File: src/rtl/tsc_pkg.sv
package tsc_pkg;
  localparam int unsigned LVL_W = 3;
  typedef logic [LVL_W-1:0] lvl_t;
  localparam lvl_t LVL_MAX = lvl_t'((1 << LVL_W) - 1);
endpackage

File: src/rtl/tsc_level_reg.sv
module tsc_level_reg
  import tsc_pkg::*;
(
  input  logic clk_i,
  input  logic rst_ni,
  input  logic wr_en_i,
  input  lvl_t wr_data_i,
  input  logic bump_i,
  output lvl_t level_o
);
  lvl_t level_q;

  always_ff @(posedge clk_i or negedge rst_ni) begin
    if (!rst_ni)                           level_q <= '0;
    else if (wr_en_i)                      level_q <= wr_data_i;
    else if (bump_i && level_q != LVL_MAX) level_q <= level_q + lvl_t'(1);
  end

  assign level_o = level_q;
endmodule

File: src/rtl/tsc_start_eval.sv
module tsc_start_eval
  import tsc_pkg::*;
#(
  parameter int unsigned CNT_W     = 12,
  parameter int unsigned BASE_LOG2 = 6,
  parameter int unsigned SIZED_MAX = 4,
  parameter int unsigned DLK_MIN   = 3
) (
  input  lvl_t             level_i,
  input  logic [CNT_W-1:0] fifo_bytes_i,
  input  logic             frame_loaded_i,
  input  logic             tx_wait_i,
  input  logic             dma_stall_i,
  output logic             start_ok_o
);
  localparam int unsigned NUM_LVL = 1 << LVL_W;

  logic [NUM_LVL-1:0] lvl_ok;
  logic               dlk_hit;

  for (genvar g = 0; g < NUM_LVL; g++) begin : g_lvl
    if (g <= SIZED_MAX) begin : g_sized
      localparam logic [CNT_W:0] THR = (CNT_W+1)'(1) << (BASE_LOG2 + g);
      assign lvl_ok[g] = {1'b0, fifo_bytes_i} >= THR;
    end else begin : g_whole
      assign lvl_ok[g] = frame_loaded_i;
    end
  end

  // transmitter starved while DMA blocked on space: break it at large levels
  assign dlk_hit    = (int'(level_i) >= DLK_MIN) && tx_wait_i && dma_stall_i;
  assign start_ok_o = lvl_ok[level_i] || dlk_hit;
endmodule

File: src/rtl/tsc_grant_latch.sv
module tsc_grant_latch (
  input  logic clk_i,
  input  logic rst_ni,
  input  logic hold_off_i,
  input  logic clear_i,
  input  logic set_i,
  output logic grant_o
);
  logic grant_q;

  always_ff @(posedge clk_i or negedge rst_ni) begin
    if (!rst_ni)                    grant_q <= 1'b0;
    else if (hold_off_i || clear_i) grant_q <= 1'b0;
    else if (set_i)                 grant_q <= 1'b1;
  end

  assign grant_o = grant_q;
endmodule

File: src/rtl/tx_start_ctrl.sv
module tx_start_ctrl
  import tsc_pkg::*;
#(
  parameter int unsigned CNT_W     = 12,
  parameter int unsigned BASE_LOG2 = 6,
  parameter int unsigned SIZED_MAX = 4,
  parameter int unsigned DLK_MIN   = 3
) (
  input  logic             clk_i,
  input  logic             rst_ni,
  input  logic             adapter_rst_i,
  input  logic             lvl_we_i,
  input  logic [2:0]       lvl_wdata_i,
  input  logic [CNT_W-1:0] fifo_bytes_i,
  input  logic             frame_loaded_i,
  input  logic             tx_wait_i,
  input  logic             dma_stall_i,
  input  logic             underrun_abort_i,
  input  logic             frame_end_i,
  output logic             tx_start_o,
  output logic [2:0]       level_o
);
  lvl_t level;
  logic wr_ok;
  logic start_ok;

  assign wr_ok = adapter_rst_i && lvl_we_i;

  tsc_level_reg u_level (
    .clk_i     (clk_i),
    .rst_ni    (rst_ni),
    .wr_en_i   (wr_ok),
    .wr_data_i (lvl_wdata_i),
    .bump_i    (underrun_abort_i),
    .level_o   (level)
  );

  tsc_start_eval #(
    .CNT_W     (CNT_W),
    .BASE_LOG2 (BASE_LOG2),
    .SIZED_MAX (SIZED_MAX),
    .DLK_MIN   (DLK_MIN)
  ) u_eval (
    .level_i        (level),
    .fifo_bytes_i   (fifo_bytes_i),
    .frame_loaded_i (frame_loaded_i),
    .tx_wait_i      (tx_wait_i),
    .dma_stall_i    (dma_stall_i),
    .start_ok_o     (start_ok)
  );

  tsc_grant_latch u_grant (
    .clk_i      (clk_i),
    .rst_ni     (rst_ni),
    .hold_off_i (adapter_rst_i),
    .clear_i    (frame_end_i || underrun_abort_i),
    .set_i      (start_ok),
    .grant_o    (tx_start_o)
  );

  assign level_o = level;
endmodule

File: config.mk
export PLATFORM = sky130hd
export DESIGN_NAME = tx_start_ctrl
export DESIGN_NICKNAME = d
export VERILOG_FILES = /design/src/rtl/tsc_pkg.sv /design/src/rtl/tsc_level_reg.sv /design/src/rtl/tsc_start_eval.sv /design/src/rtl/tsc_grant_latch.sv /design/src/rtl/tx_start_ctrl.sv
export SDC_FILE = /design/constraint.sdc
export NUM_CORES = 1
export LEC_CHECK = 0
export BUFFER_PORTS_ARGS = -buffer_cell sky130_fd_sc_hd__clkbuf_2
export CAP_MARGIN = 20
export CORE_AREA = 3 3 40 42
export CTS_BUF_LIST = sky130_fd_sc_hd__clkbuf_2 sky130_fd_sc_hd__clkbuf_4 sky130_fd_sc_hd__clkbuf_8
export CTS_CLUSTER_SIZE = 16
export DETAILED_ROUTE_END_ITERATION = 10
export DIE_AREA = 0 0 43 45
export GPL_ROUTABILITY_DRIVEN = 0
export HOLD_SLACK_MARGIN = 0.05
export PLACE_DENSITY = 0.61
export SLEW_MARGIN = 5
export SYNTH_ARGS = -nofsm -noshare
export SYNTH_HDL_FRONTEND = slang
export SYNTH_SLANG_ARGS = --single-unit
File: constraint.sdc
create_clock -name clk_i -period 4.35 [get_ports clk_i]
set_input_delay 0.2175 -clock clk_i [delete_from_list [all_inputs] [get_ports clk_i]]
set_output_delay 0.2175 -clock clk_i [all_outputs]
set_load 0.01 [all_outputs]
==> summary.txt, run 1 <==
Place
  – DP HPWL: 578 um
  – Placed cells: 68
  – Placed cell area: 410 um2
  – Setup Slack @ Placement: 2.66 ns
  – Port bufs: 21

Timing
  – Final clock skew: 0.00204 ns
  – RSZ-0062 raised after global routing: no
  – Setup ws final: 2.66 ns
  – Tcrit/Tclk final: 0.389
  – Final setup TNS: 0 ns
  – Fmax: 592 MHz
  – Worst-margin pin slew: 0.329 ns
  – Count of pins over their slew limit: 0
  – Max transition margin: 0.780
  – Final Hold Vio Count: 0
  – Final Critical Period: 1.69 ns
  – Final setup viols: 0

Floorplanning
  – Initial Util: 0.223
  – Die W: 43 um
  – Die ar.: 1940 um2
  – I/O Pins: 28
  – Die Height: 45 um
  – CORE AREA: 1280 um2
  – Row count: 13

Power and ir drop
  – LEAKAGE: 0.233 nW
  – Cell Pwr Density: 529 nW/um2
  – Worst vdd ir: 0.234 mV

GRT
  – Vias in the first global route: 312
  – GR Overflow Total: 0
  – Gr usage total: 0.0852
  – Largest net degree at the start of global routing: 9
  – Initial antenna violation count: 0
  – First-pass GRT wire length: 1210 um

Clock network
  – CTS resizes: 0
  – Number of CTS-inserted buffers: 3
  – Max Buffers Root-to-Sink: 2
  – CTS Sinks: 4
  – Post-CTS Hold Buffers: 1
  – Reg clk slew, reported paths: 0.04 ns
  – CTS H-tree lvls: 1
  – # Post-CTS Setup Buffers: 0
  – Later-pin clock latency in the skew report: 0.23 ns
  – Root buffer cell: clkbuf_4
  – CTS tree: built

Worst hold path
  – Worst Min Path Start: frame_end_i
  – Endpoint with the worst hold slack: u_grant.grant_o
  – HP Class: input port to register
  – Hold path depth: 2

Logic synthesis
  – Post-Syn Nets: 59
  – Largest cells by area after synthesis: dfrtp_1 35%, ha_1 13%, a21oi_1 7.0%
  – Register area share after synthesis: 0.349
  – Yosys warns: 0
  – FF+latch count, synth: 4
  – Cells after synthesis: 32
  – Biggest area consumer among synthesized cells: dfrtp_1
  – Post-synthesis instance area: 287 um2
  – Mean Syn Cell Area: 8.95 um2
  – Cell variety after synth: 18
  – Yosys top cell area share: 0.349

Finish
  – ANT cells: 0
  – Final net count: 86
  – Non-filler cells, final: 72
  – Design area: 443 um2
  – Layout cells sized above 1: 0.456
  – Area Growth Syn to Fin: 54.6%

Setup path
  – Crit path capture type: register
  – Critical Path RT: 4.46 ns
  – FF-to-FF setup slack: 2.66 ns
  – Reg-to-reg endpoint: u_level.level_o[2]
  – Worst setup path class: register to register
  – Worst Reg-to-Reg Cells: 5
  – Worst R2R Start: u_level.level_o[0]
  – Worst-path fanout max: 8
  – Arrival @ worst endpoint: 1.80 ns
  – Crit start category: register

Detailed routing
  – Vias post-DR: 318
  – Vias/cell: 4.42
  – Starting DRT DRC Count: 6
  – Routed wire per std cell: 9.78 um
  – DRC violations left: 0
  – First-pass DRT Iterations: 4
  – DRT Wirelength: 704 um
  – Final ANT Viol Nets: 0

Flow run
  – Max-Cap Viols: 0

Outcome
  – Status: completed
[logic make-up after synthesis]
logic type      after synthesis  synth area share
compound gates               11             0.245
simple gates                  9             0.144
flops                         4             0.349
fa+ha+maj                     3             0.131
buf+inv                       2            0.0262
mux                           2            0.0742
xor+xnor                      1            0.0306
[synthesized netlist by cell type (all sizes together)]
cell and instances:
inv 2, nor2 5, xnor2 1, mux2i 1, a2111oi 1, nand2b 1, o21ai 3, dfrtp 4
o311ai 1, nor2b 1, a31oi 1, ha 3, a21oi 4, nor4 1, nand2 1, mux2 1
a211o 1
[critical path, cell delays in order, from the launching register on]
cell and delay, ns:
dfrtp_1 0.46, ha_1 0.26, ha_1 0.19, nor2b_1 0.29, a21oi_1 0.12, mux2_2 0.27
[routing by layer]
| layer | global-route usage | routed length (um) |
|---|---|---|
| met2 | 0.120 | 273 |
| met5 | 0 | 0 |
| met1 | 0.105 | 325 |
| met4 | 0.0904 | 16 |
| met3 | 0.0159 | 89 |
[how the worst max path moves through the flow]
| stage | start | endpoint | slack (ns) | cells after the start |
|---|---|---|---|---|
| 2_1_floorplan | u_level.level_o[0] | u_level.level_o[2] | 2.75 | 5 |
| 3_3_place_gp | u_level.level_o[0] | u_level.level_o[2] | 2.68 | 5 |
| 3_5_place_dp | u_level.level_o[0] | u_level.level_o[2] | 2.66 | 5 |
| 4_1_cts | u_level.level_o[0] | u_level.level_o[2] | 2.65 | 5 |
| 6_report | u_level.level_o[0] | u_level.level_o[2] | 2.66 | 5 |
| 5_1_grt | u_level.level_o[0] | u_level.level_o[2] | 2.58 | 5 |
[where the power goes]
group | leakage, nW | internal (mW) | total (mW) | switching (mW)
Clock | 0.0138 | 0.0308 | 0.0447 | 0.0139
Sequential | 0.0474 | 0.0525 | 0.0803 | 0.0278
Combinational | 0.171 | 0.0589 | 0.109 | 0.0504
[cells in the final DEF, fill, tap and decap left out]
cell | Yosys | routed
a31oi_1 | 1 | 1
o21ai_1 | 1 | 1
clkbuf_2 | 0 | 21
nor4_1 | 1 | 1
o21ai_0 | 2 | 2
o311ai_1 | 1 | 1
nor2_1 | 5 | 5
dfrtp_1 | 4 | 4
mux2i_1 | 1 | 1
a211o_2 | 1 | 1
ha_1 | 3 | 3
xnor2_1 | 1 | 1
a2111oi_1 | 1 | 1
nor2b_1 | 1 | 1
nand2_1 | 1 | 1
mux2_2 | 1 | 1
dlygate4sd3_1 | 0 | 1
nand2b_1 | 1 | 1
a21oi_1 | 4 | 4
clkbuf_4 | 0 | 3
inv_1 | 2 | 2
[per-stage QoR]
step / utilization / power (mW) / hold slack, ns
floorplan: - / 0.149 / -0.0781
global placement: 0.319 / 0.191 / 0.0262
detailed placement: 0.319 / 0.191 / 0.0269
CTS: 0.345 / 0.240 / 0.135
global route: 0.345 / 0.262 / 0.145
finish: 0.345 / 0.234 / 0.142
[registers in the layout (all words and copies together), names as in the netlist]
| register | count |
|---|---|
| u_grant.grant_o | 1 |
| u_level.level_o | 3 |
[area by class of cell]
class,count,area [um2]
Fill cell,143,842
Multi-Input combinational cell,26,179
Timing Repair Buffer,22,115
Sequential cell,4,100
Clock buffer,3,22.5
Tap cell,15,18.8
Inverter,2,7.51
Note: power is estimated with default switching activity, not from simulation.
==> run 2, diff against run 1 <==
Settings changed: PLACE_DENSITY 0.61 to 0.62.
Clock period 4.35 ns to 1.4 ns, I/O delays scaled along.
==> summary.txt, run 2 (same netlist as run 1, synthesis figures left out) <==
GRT
  – Initial antenna violation count: 0
  – First-pass GRT wire length: 1350 um
  – GR Overflow Total: 0
  – Gr usage total: 0.0961
  – Vias in the first global route: 336
  – Largest net degree at the start of global routing: 8

Detailed routing
  – DRT Wirelength: 816 um
  – DRC violations left: 0
  – Final ANT Viol Nets: 0
  – Starting DRT DRC Count: 0
  – Routed wire per std cell: 10.2 um
  – Vias/cell: 4.44
  – Vias post-DR: 355
  – First-pass DRT Iterations: 1

Finish
  – Area Growth Syn to Fin: 99.6%
  – Final net count: 93
  – Max reg flops: 3
  – Most common cell after layout, fill and taps aside: clkbuf_2
  – Most frequent cells in the layout: 21 x clkbuf_2, 5 x nor2_1, 4 x clkbuf_4, 4 x dlygate4sd3_1, 4 x buf_4
  – Layout cells sized above 1: 0.615
  – ANT cells: 0

Place
  – Port bufs: 21

Timing
  – RSZ-0062 raised after global routing: yes
  – Tcrit/Tclk final: 1.01
  – Final Hold Vio Count: 0
  – Final Critical Period: 1.41 ns
  – Count of pins over their slew limit: 0
  – Max transition margin: 0.825
  – Worst-margin pin slew: 0.258 ns
  – Fmax: 708 MHz
  – Final clock skew: 0.00289 ns
  – Hold WS: 0.0768 ns
  – Final setup viols: 1
  – Setup ws final: -0.0117 ns

Floorplanning
  – I/O Pins: 28
  – Die W: 43 um
  – CORE AREA: 1280 um2
  – Die Height: 45 um
  – Die ar.: 1940 um2
  – Initial Util: 0.223
  – Row count: 13

Clock network
  – CTS H-tree lvls: 1
  – CTS tree: built
  – CTS Sinks: 4
  – Root buffer cell: clkbuf_4
  – Reg clk slew, reported paths: 0.04 ns
  – Later-pin clock latency in the skew report: 0.24 ns
  – Max Buffers Root-to-Sink: 2
  – Number of CTS-inserted buffers: 3

Setup path
  – CP dominant cell by count: ha_4
  – Worst path max stage delay: 0.44 ns
  – Slowest-stage cell, CP: dfrtp_2
  – Crit start category: register
  – Buf/Inv on CP: 0
  – Critical Path RT: 1.51 ns
  – Worst path cell trace: ha_4, ha_4, a211o_2, a31oi_1, a2111oi_2
  – Crit path capture type: register
  – Worst setup path class: register to register
  – Worst-path fanout max: 4
  – Arrival @ worst endpoint: 1.52 ns
  – Delay-heaviest family, CP: compound AO/OA/AOI/OAI gates

Outcome
  – Failing checks: setup timing
  – Status: finished, violations left

Power and ir drop
  – Cell Pwr Density: 1790 nW/um2
  – Worst vdd ir: 1.06 mV
  – Power, Total: 1.02 mW
  – LEAKAGE: 0.277 nW

Worst hold path
  – HP Class: input port to register

Flow run
  – Max-Cap Viols: 0
[run 2: changes by cell type in the layout (fill, tap and decap cells not counted), moves of 3 or more]
cell | before | now
ha_1 | 3 | 0
ha_4 | 0 | 3
dlygate4sd3_1 | 1 | 4
buf_4 | 0 | 4
dfrtp_2 | 0 | 3
dfrtp_1 | 4 | 1
[run 2: layout make-up]
| class | instances | area [um2] |
|---|---|---|
| multi-input combinational | 26 | 236 |
| clock buffer | 4 | 30.0 |
| fill | 131 | 713 |
| timing repair buffer | 29 | 175 |
| inverter | 2 | 7.51 |
| tap | 15 | 18.8 |
| sequential | 4 | 104 |
[run 2: worst register-to-register path, stage by stage, from the launching register on]
cell	delay [ns]
dfrtp_2	0.44
ha_4	0.19
ha_4	0.15
a211o_2	0.26
a31oi_1	0.16
a2111oi_2	0.09
[run 2: where the power goes]
part | switching [mW] | internal, mW
combinational | 0.241 | 0.342
sequential | 0.0866 | 0.172
clock | 0.0525 | 0.127
[run 2: final timing paths]
check,from,to,slack (ns),cells past startpoint
max,u_level.level_o[1],u_grant.grant_o,-0.01,5
min,lvl_wdata_i[1],u_level.level_o[1],0.08,3
max reg2reg,u_level.level_o[1],u_grant.grant_o,-0.01,5
min reg2reg,u_grant.grant_o,u_grant.grant_o,0.66,2
max in group asynchronous,rst_ni,u_level.level_o[2],1.09,2
min in group asynchronous,rst_ni,u_level.level_o[0],0.17,2
[run 2: what timing repair did]
| item | CTS | global route |
|---|---|---|
| pin swaps | 5 | 4 |
| buffers inserted | 1 | 0 |
| endpoints found under the hold margin | 5 | 1 |
| gates resized for setup | 2 | 4 |
| hold buffers | 2 | 2 |
| setup endpoints to repair | 2 | 4 |
[run 2: stage by stage]
stage / setup TNS, ns / util / instances / setup slack (ns) / area, um2
6_report: -0.0117 / 0.445 / 80 / -0.0117 / 572
5_1_grt: -0.156 / 0.445 / 80 / -0.0685 / 572
4_1_cts: -0.0427 / 0.414 / 78 / -0.0236 / 532
3_5_place_dp: -0.0517 / 0.358 / 71 / -0.0341 / 460
3_3_place_gp: -0.0353 / 0.358 / 71 / -0.0270 / 460
2_1_floorplan: 0 / - / 32 / 0.00185 / 314
[run 2: routing by layer]
layer  up-vias  track usage  part of all wire
met5         -            0                 0
met4         0       0.0181                 0
met2        18        0.174              0.46
met3         0       0.0478              0.11
li1        183            -                 -
met1       154        0.102              0.42
==> run 3, diff against run 2 <==
Settings changed: CORE_AREA 3 3 40 42 to 2 2 39 41, DIE_AREA 0 0 43 45 to 0 0 41 43.
==> summary.txt, run 3 (same netlist as run 1, synthesis figures left out) <==
Setup path
  – Crit start category: register
  – Arrival @ worst endpoint: 1.54 ns
  – FF-to-FF setup slack: -0.03 ns
  – Crit path launch: u_level.level_o[1]
  – Worst R2R Start: u_level.level_o[1]
  – Worst setup path class: register to register
  – Worst Reg-to-Reg Cells: 5
  – Worst-path fanout max: 3
  – Critical Path RT: 1.51 ns
  – Crit path capture type: register

Timing
  – Setup ws final: -0.0311 ns
  – Final clock skew: 0.000720 ns
  – RSZ-0062 raised after global routing: yes
  – Tcrit/Tclk final: 1.02
  – Count of pins over their slew limit: 0
  – Max transition margin: 0.783
  – Final setup viols: 1
  – Fmax: 699 MHz
  – Worst-margin pin slew: 0.322 ns
  – Final Critical Period: 1.43 ns
  – Final setup TNS: -0.0311 ns
  – Hold WS: 0.0782 ns
  – Final Hold Vio Count: 0

Power and ir drop
  – Switching share of total power: 0.374
  – Cell Pwr Density: 1890 nW/um2
  – Clock power share: 0.143
  – LEAKAGE: 0.311 nW
  – Worst vdd ir: 1.24 mV
  – Logic pwr share: 0.655
  – Seq pwr share: 0.202
  – Switching pwr: 0.467 mW
  – Pint: 0.780 mW

Detailed routing
  – Starting DRT DRC Count: 5
  – Final ANT Viol Nets: 0
  – DRC violations left: 0
  – Vias/cell: 4.49
  – Routed wire per std cell: 11.7 um
  – Vias post-DR: 386
  – DRT Wirelength: 1010 um
  – First-pass DRT Iterations: 2

Clock network
  – CTS Sinks: 4
  – Reg clk slew, reported paths: 0.04 ns
  – CTS tree: built
  – CTS H-tree lvls: 1
  – Number of CTS-inserted buffers: 3
  – Max Buffers Root-to-Sink: 2
  – Later-pin clock latency in the skew report: 0.24 ns
  – Root buffer cell: clkbuf_4

Floorplanning
  – Die ar.: 1760 um2
  – I/O Pins: 28
  – Die Height: 43 um
  – Initial Util: 0.207
  – CORE AREA: 1380 um2
  – Row count: 14
  – Die W: 41 um

Worst hold path
  – Hold path depth: 3
  – Worst Min Path Start: lvl_wdata_i[1]
  – HP Class: input port to register

Finish
  – Layout cells sized above 1: 0.743
  – Area Growth Syn to Fin: 130%
  – Fin util: 0.476
  – Non-filler cells, final: 86
  – Layout fillers: 147
  – ANT cells: 0
  – Max reg flops: 3
  – Multi-input gate area: 278 um2
  – Most frequent cells in the layout: 21 x clkbuf_2, 7 x buf_4, 5 x nor2_1, 4 x clkbuf_4, 4 x dlygate4sd3_1
  – Most common cell after layout, fill and taps aside: clkbuf_2
  – Register area: 104 um2
  – Final net count: 98

GRT
  – Initial antenna violation count: 0
  – First-pass GRT wire length: 1370 um
  – Vias in the first global route: 322
  – Gr usage total: 0.121
  – Largest net degree at the start of global routing: 7
  – GR Overflow Total: 0

Outcome
  – Failing checks: setup timing
  – Status: finished, violations left

Place
  – Port bufs: 21
  – Placed cells: 74
  – Setup Slack @ Placement: -0.0519 ns
  – DP HPWL: 670 um

Flow run
  – Max-Cap Viols: 0
-- run 3: cell count changes in the layout (fill, tap and decap cells not counted), sizes merged --
cell / change
buf: +5
-- run 3: metal layers --
| layer | GRT usage | up-vias | wire length [um] |
|---|---|---|---|
| met5 | 0 | - | 0 |
| met4 | 0.0400 | 0 | 0 |
| met3 | 0.0628 | 0 | 115 |
| met2 | 0.181 | 24 | 469 |
| met1 | 0.142 | 166 | 421 |
| li1 | - | 196 | - |
-- run 3: cell type report --
class | instances | area share
multi-input cells | 26 | 0.421
repair buffers | 34 | 0.334
flip-flops and latches | 4 | 0.157
clock buffers | 4 | 0.0455
well taps | 16 | 0.0304
inverters | 2 | 0.0114
-- run 3: final timing paths --
check,to
max,u_grant.grant_o
min,u_level.level_o[1]
max reg2reg,u_grant.grant_o
min reg2reg,u_grant.grant_o
max in group asynchronous,u_level.level_o[2]
min in group asynchronous,u_level.level_o[0]
-- run 3: what timing repair did --
item	CTS	global route
hold endpoints to repair	5	0
endpoints found under the setup margin	2	2
buffers inserted	3	1
hold buffers	4	0
cloned	0	0
pin swaps	4	4
resized for setup	2	15
-- run 3: power by group through the flow --
stage          registers [mW]  logic, mW  clock network [mW]
6_report                0.252      0.817               0.178
5_1_grt                 0.260      0.924               0.197
4_1_cts                 0.237      0.647               0.187
3_5_place_dp            0.262      0.512                   0
3_3_place_gp            0.256      0.502                   0
2_1_floorplan           0.276      0.246                   0
-- run 3: worst max-delay path: stages, from the launching register on --
cell and delay (ns):
dfrtp_2 0.43, buf_4 0.14, buf_4 0.13, a211o_2 0.35, a31oi_4 0.17, a2111oi_2 0.08
-- run 3: metrics by stage --
stage / power [mW] / area, um2
finish: 1.25 / 659
global route: 1.38 / 659
CTS: 1.07 / 584
detailed placement: 0.773 / 477
global placement: 0.758 / 477
floorplan: 0.522 / 314
